--- src/rtl/fxp_round_pkg.sv ---
package fxp_round_pkg;

    typedef enum logic [1:0] {
        RM_NEAREST = 2'b00,
        RM_DOWN    = 2'b01,
        RM_UP      = 2'b10,
        RM_ZERO    = 2'b11
    } rmode_e;

endpackage

--- src/rtl/fxp_incr_sel.sv ---
module fxp_incr_sel
    import fxp_round_pkg::*;
#(
    parameter int FRAC_W = 7
) (
    input  logic              sign_i,
    input  logic [1:0]        mode_i,
    output logic [FRAC_W-1:0] inc_o,
    output logic              nearest_o
);
    localparam logic [FRAC_W-1:0] HALF = FRAC_W'(1) << (FRAC_W - 1);
    localparam logic [FRAC_W-1:0] ONES = '1;

    rmode_e mode;
    assign mode = rmode_e'(mode_i);

    always_comb begin
        inc_o     = '0;
        nearest_o = 1'b0;
        unique case (mode)
            RM_NEAREST: begin
                inc_o     = HALF;
                nearest_o = 1'b1;
            end
            RM_DOWN:    inc_o = sign_i ? ONES : '0;
            RM_UP:      inc_o = sign_i ? '0 : ONES;
            RM_ZERO:    inc_o = '0;
            default:    inc_o = '0;
        endcase
    end
endmodule

--- src/rtl/fxp_round_core.sv ---
module fxp_round_core #(
    parameter int MAG_W  = 64,
    parameter int FRAC_W = 7,
    localparam int SUM_W = MAG_W + 1,
    localparam int Q_W   = SUM_W - FRAC_W
) (
    input  logic [MAG_W-1:0]  mag_i,
    input  logic [FRAC_W-1:0] inc_i,
    input  logic              nearest_i,
    output logic [Q_W-1:0]    q_o,
    output logic              lost_o,
    output logic              grew_o
);
    localparam logic [FRAC_W-1:0] HALF = FRAC_W'(1) << (FRAC_W - 1);

    logic [SUM_W-1:0]  sum;
    logic [Q_W-1:0]    q_raw;
    logic [FRAC_W-1:0] dropped;
    logic              tie;

    always_comb begin
        sum     = {1'b0, mag_i} + SUM_W'(inc_i);
        q_raw   = sum[SUM_W-1:FRAC_W];
        dropped = mag_i[FRAC_W-1:0];
        tie     = nearest_i && (dropped == HALF);
        q_o     = q_raw & ~Q_W'(tie);
        lost_o  = (dropped != '0);
        grew_o  = {q_o, {FRAC_W{1'b0}}} > {1'b0, mag_i};
    end
endmodule

--- src/rtl/fxp_range_pack.sv ---
module fxp_range_pack #(
    parameter int Q_W   = 58,
    parameter int INT_W = 32
) (
    input  logic             sign_i,
    input  logic [Q_W-1:0]   q_i,
    output logic [INT_W-1:0] value_o,
    output logic             bad_o
);
    logic             high_set;
    logic [INT_W-1:0] low;

    always_comb begin
        high_set = |q_i[Q_W-1:INT_W];
        low      = q_i[INT_W-1:0];
        value_o  = sign_i ? (~low + INT_W'(1)) : low;
        bad_o    = high_set || ((value_o != '0) && (value_o[INT_W-1] ^ sign_i));
    end
endmodule

--- src/rtl/fxp_to_int_rounder.sv ---
module fxp_to_int_rounder #(
    parameter int MAG_W  = 64,
    parameter int FRAC_W = 7,
    parameter int INT_W  = 32
) (
    input  logic             clk,
    input  logic             rst_n,
    input  logic             sign_i,
    input  logic [MAG_W-1:0] mag_i,
    input  logic [1:0]       mode_i,
    output logic [INT_W-1:0] result_o,
    output logic             invalid_o,
    output logic             inexact_o,
    output logic             rounded_up_o
);
    localparam int Q_W = MAG_W + 1 - FRAC_W;
    localparam logic [INT_W-1:0] INDEF = INT_W'(1) << (INT_W - 1);

    typedef struct packed {
        logic [INT_W-1:0] value;
        logic             invalid;
        logic             inexact;
        logic             rnd_up;
    } out_t;

    logic [FRAC_W-1:0] inc;
    logic              nearest;
    logic [Q_W-1:0]    q;
    logic              lost;
    logic              grew;
    logic [INT_W-1:0]  value;
    logic              bad;

    out_t out_d, out_q;

    fxp_incr_sel #(.FRAC_W(FRAC_W)) u_incr (
        .sign_i    (sign_i),
        .mode_i    (mode_i),
        .inc_o     (inc),
        .nearest_o (nearest)
    );

    fxp_round_core #(.MAG_W(MAG_W), .FRAC_W(FRAC_W)) u_core (
        .mag_i     (mag_i),
        .inc_i     (inc),
        .nearest_i (nearest),
        .q_o       (q),
        .lost_o    (lost),
        .grew_o    (grew)
    );

    fxp_range_pack #(.Q_W(Q_W), .INT_W(INT_W)) u_range (
        .sign_i  (sign_i),
        .q_i     (q),
        .value_o (value),
        .bad_o   (bad)
    );

    always_comb begin
        out_d.invalid = bad;
        out_d.value   = bad ? INDEF : value;
        out_d.inexact = lost && !bad;
        out_d.rnd_up  = lost && !bad && grew;
    end

    always_ff @(posedge clk or negedge rst_n) begin
        if (!rst_n) begin
            out_q <= '0;
        end else begin
            out_q <= out_d;
        end
    end

    assign result_o     = out_q.value;
    assign invalid_o    = out_q.invalid;
    assign inexact_o    = out_q.inexact;
    assign rounded_up_o = out_q.rnd_up;
endmodule

--- config.mk ---
export PLATFORM = sky130hd
export DESIGN_NAME = fxp_to_int_rounder
export DESIGN_NICKNAME = d
export VERILOG_FILES = /design/src/rtl/fxp_round_pkg.sv /design/src/rtl/fxp_incr_sel.sv /design/src/rtl/fxp_round_core.sv /design/src/rtl/fxp_range_pack.sv /design/src/rtl/fxp_to_int_rounder.sv
export SDC_FILE = /design/constraint.sdc
export NUM_CORES = 1
export LEC_CHECK = 0
export BUFFER_PORTS_ARGS = -buffer_cell sky130_fd_sc_hd__buf_2
export CORE_MARGIN = 3
export CORE_UTILIZATION = 35
export CTS_BUF_LIST = sky130_fd_sc_hd__clkbuf_8
export CTS_CLUSTER_SIZE = 25
export DETAILED_ROUTE_END_ITERATION = 12
export GPL_ROUTABILITY_DRIVEN = 0
export GPL_TIMING_DRIVEN = 1
export PLACE_DENSITY = 0.54
export SKIP_LAST_GASP = 1
export SYNTH_ARGS = -nofsm -noshare
export SYNTH_HDL_FRONTEND = slang
export SYNTH_SLANG_ARGS = --single-unit
--- constraint.sdc ---
create_clock -name clk -period 0.8 [get_ports clk]
set_input_delay 0.04 -clock clk [delete_from_list [all_inputs] [get_ports clk]]
set_output_delay 0.04 -clock clk [all_outputs]
set_load 0.01 [all_outputs]
==> impl_metrics.yaml <==
synthesis:
  yosysWarnings: 0
  synth-xor-area-share_pct: 14.12
  synth_cell_types: 80
  synth-async-reset-ratio_pct: 100.0
  avgSynthCellArea_um2: 7.463
  syn_inst: 711
  synth_edf_count: 0
  synth_compound_area_share_pct: 15.73
  syn-num-nets: 811
  synth-seq-cells: 35
  synth.yosys.seq_area_share_pct: 16.51
  synth.cell_area_mm2: 0.005306
  synthAdderAreaFrac_pct: 7.310
  synth.area.mux_share_pct: 2.169
  synth_top_family_by_area: "simple AND/OR/NAND/NOR gates"
  yosys.area_share.simple_pct: 38.55
  synth_top_flop_cell: "dfrtp_1"
cts:
  cts_buffers: 5
  htree_levels: 2
  clock-root-buffer: "clkbuf_8"
  cts_tree: "done"
  cts.sinks: 35
  path_clk_slew_ns: 0.07
  cts_max_path_buffers: 2
floorplan:
  start_util_pct: 36.10
  core_mm2: 0.01470
  die_h_um: 129.1
  die_w_um: 129.1
  rows: 44
  ios: 104
  die_area_mm2: 0.01667
worst_setup_path:
  arrival_ns: 4.34
  critPathKind: "primary input to flip-flop"
  end_kind: "flip-flop"
  worstPathRequired_ns: 1.02
  cp_max_fo: 6
  start_kind: "primary input"
placement:
  io_buffers: 103
  post_dp_cell_area_mm2: 0.008322
  hpwl_um: 16980
  place_ws_ns: -3.730
power:
  total_power_mw: 6.895
  sw_frac_of_total_pct: 32.33
  internal-power_mw: 4.666
  power.share.clock_pct: 26.9
  p_switching_mw: 2.229
  p_comb_share_pct: 47.4
  seqPwrFrac_pct: 25.7
  powerDensity_mw_per_mm2: 737.4
  leakage_nw: 4.406
  peakVddDrop_v: 0.0009965
grt:
  grt_start_max_net_pins: 37
  grt_overflow_total: 0
  grt_first_pass_wirelength_um: 33870
  antenna_found_initial: 0
  grt_pass1_vias: 6783
  grtUsageTotal_pct: 24.86
finish:
  design_area_mm2: 0.009350
  drive_gt1_share_pct: 50.62
  fill_cells: 1298
  layout_commonest_cell: "buf_4"
  layout.cells.most_common_list: "312 x buf_4, 100 x buf_2, 55 x nor2_1, 55 x nand2_1, 48 x xnor2_1"
  nets: 1227
  antennaDiodeCount: 0
  synthToLayoutAreaGrowth_pct: 76.21
routing:
  wirelength_um: 21220
  vias: 7021
  drc: 0
  vias_per_cell: 5.351
  drt-pass1-iter-count: 5
  drtIter0Drc: 641
  ant_nets: 0
  avgRoutedWirePerCell_um: 16.18
timing:
  period_needed_ns: 4.112
  setup_viol: 70
  tightest_slew_ns: 0.4818
  max_freq_ghz: 0.2432
  post-route-period-util_pct: 514.0
  worst_slack_ns: -3.312
  maxSlewViolCount: 0
  rsz0062_at_grt: "true"
  holdWs_ns: 0.2268
  hold_viol_final: 0
  relSlewSlack_pct: 67.59
outcome:
  violations: "setup timing"
  outcome: "finished, violations left"
hold_path:
  hold_class: "primary input to async pin"
run:
  maxCapViolCount: 0
-- cells in the mapped netlist, types with 5 or more instances --
| library cell | number | share of area, % |
|---|---|---|
| clkbuf_1 | 16 | 1.1 |
| nand3_1 | 41 | 3.9 |
| xnor2_1 | 50 | 8.3 |
| and4_1 | 5 | 0.83 |
| a211oi_1 | 5 | 0.71 |
| buf_2 | 6 | 0.57 |
| dfrtp_1 | 35 | 17 |
| and2_1 | 12 | 1.4 |
| nor2_1 | 74 | 5.2 |
| nand2b_1 | 6 | 0.71 |
| nor2b_1 | 6 | 0.71 |
| nor3b_1 | 5 | 0.71 |
| mux2i_1 | 7 | 1.3 |
| or2_2 | 6 | 0.71 |
| a21oi_1 | 26 | 2.5 |
| o31ai_1 | 5 | 0.71 |
| nor4_1 | 16 | 1.9 |
| nor3_1 | 32 | 3.0 |
| xor2_1 | 30 | 5.0 |
| o21ai_0 | 28 | 2.6 |
| or4_1 | 6 | 0.85 |
| ha_1 | 31 | 7.3 |
| nand2_1 | 60 | 4.2 |
| or3_1 | 7 | 0.83 |
| and3_1 | 21 | 2.5 |
| nand4_1 | 32 | 3.8 |
| inv_1 | 44 | 3.1 |
| a31oi_1 | 7 | 0.83 |
| nor3_2 | 5 | 0.94 |
-- layer usage --
layer,global-route usage [%],share of wire [%],routed length [µm],vias up
li1,-,-,-,3435
met3,1.608,6.3,1346,50
met2,41.31,47,9975,269
met1,34.86,44,9334,3267
met5,0,0,0,-
met4,7.041,2.7,565,0
-- per-stage QoR --
stage,utilization (%),setup TNS [ns],std cells
floorplan,-,-127.24,711
global placement,56.61,-119.09,1263
detailed placement,56.61,-124.87,1263
CTS,62.02,-107.73,1302
global route,63.61,-119.77,1312
finish,63.61,-111.59,1312
-- what timing repair did --
item,CTS,global route
pin swaps,75,28
endpoints found under the setup margin,70,70
endpoints found under the hold margin,35,0
setup buffers,30,11
cloned,3,0
gates resized for setup,79,30
hold buffers,1,0
-- cell type report --
class / instances / area (µm²) / area share, %
multi-input combinational: 608 / 4812 / 51.47
tap: 184 / 230.2 / 2.462
clock buffer: 5 / 68.82 / 0.7360
clock inverter: 3 / 67.56 / 0.7226
sequential: 35 / 875.8 / 9.367
inverter: 44 / 170.2 / 1.820
timing repair buffer: 433 / 3126 / 33.43
-- kinds of logic after synthesis --
logic type,Yosys count
AND/OR/NAND/NOR,363
buffers and inverters,71
adder cells (fa/ha/maj),31
flip-flops,35
multiplexers,10
XOR/XNOR,83
AO/OA/AOI/OAI,118
-- worst max path at each step --
stage | to | startpoint
final | result_o[9] | mode_i[0]
after global routing | result_o[20] | mode_i[0]
after CTS | result_o[9] | mode_i[0]
after detailed placement | rounded_up_o | sign_i
after global placement | rounded_up_o | sign_i
after floorplan | rounded_up_o | sign_i
-- sequential cells by signal, indices dropped and copies added (netlist names) --
signal / cells
result_o: 32
inexact_o: 1
rounded_up_o: 1
invalid_o: 1
-- power groups by stage --
stage	clock network (mW)	registers (mW)	logic, mW
4_1_cts	1.90	1.77	3.10
6_report	1.86	1.77	3.27
3_5_place_dp	0	1.80	2.86
3_3_place_gp	0	1.80	2.81
2_1_floorplan	0	1.80	1.31
5_1_grt	1.94	1.77	3.52
-- worst max-delay path, cell delays in order --
cell and delay (ns):
buf_6 0.09, nor2b_4 0.12, a21oi_2 0.10, ha_1 0.25, and4bb_2 0.26, buf_6 0.12
nor3_4 0.18, nor3_2 0.09, or2_4 0.27, ha_4 0.28, nand3_4 0.07, nand2b_4 0.13
or3_4 0.35, nand2_4 0.08, nand4_1 0.15, buf_6 0.18, nor4_4 0.27, o21a_1 0.19
o22ai_2 0.09, a2111oi_4 0.32, nand4b_1 0.19, buf_4 0.20, and2_4 0.19, nor2b_1 0.11
Note: power is estimated with default switching activity, not from simulation.
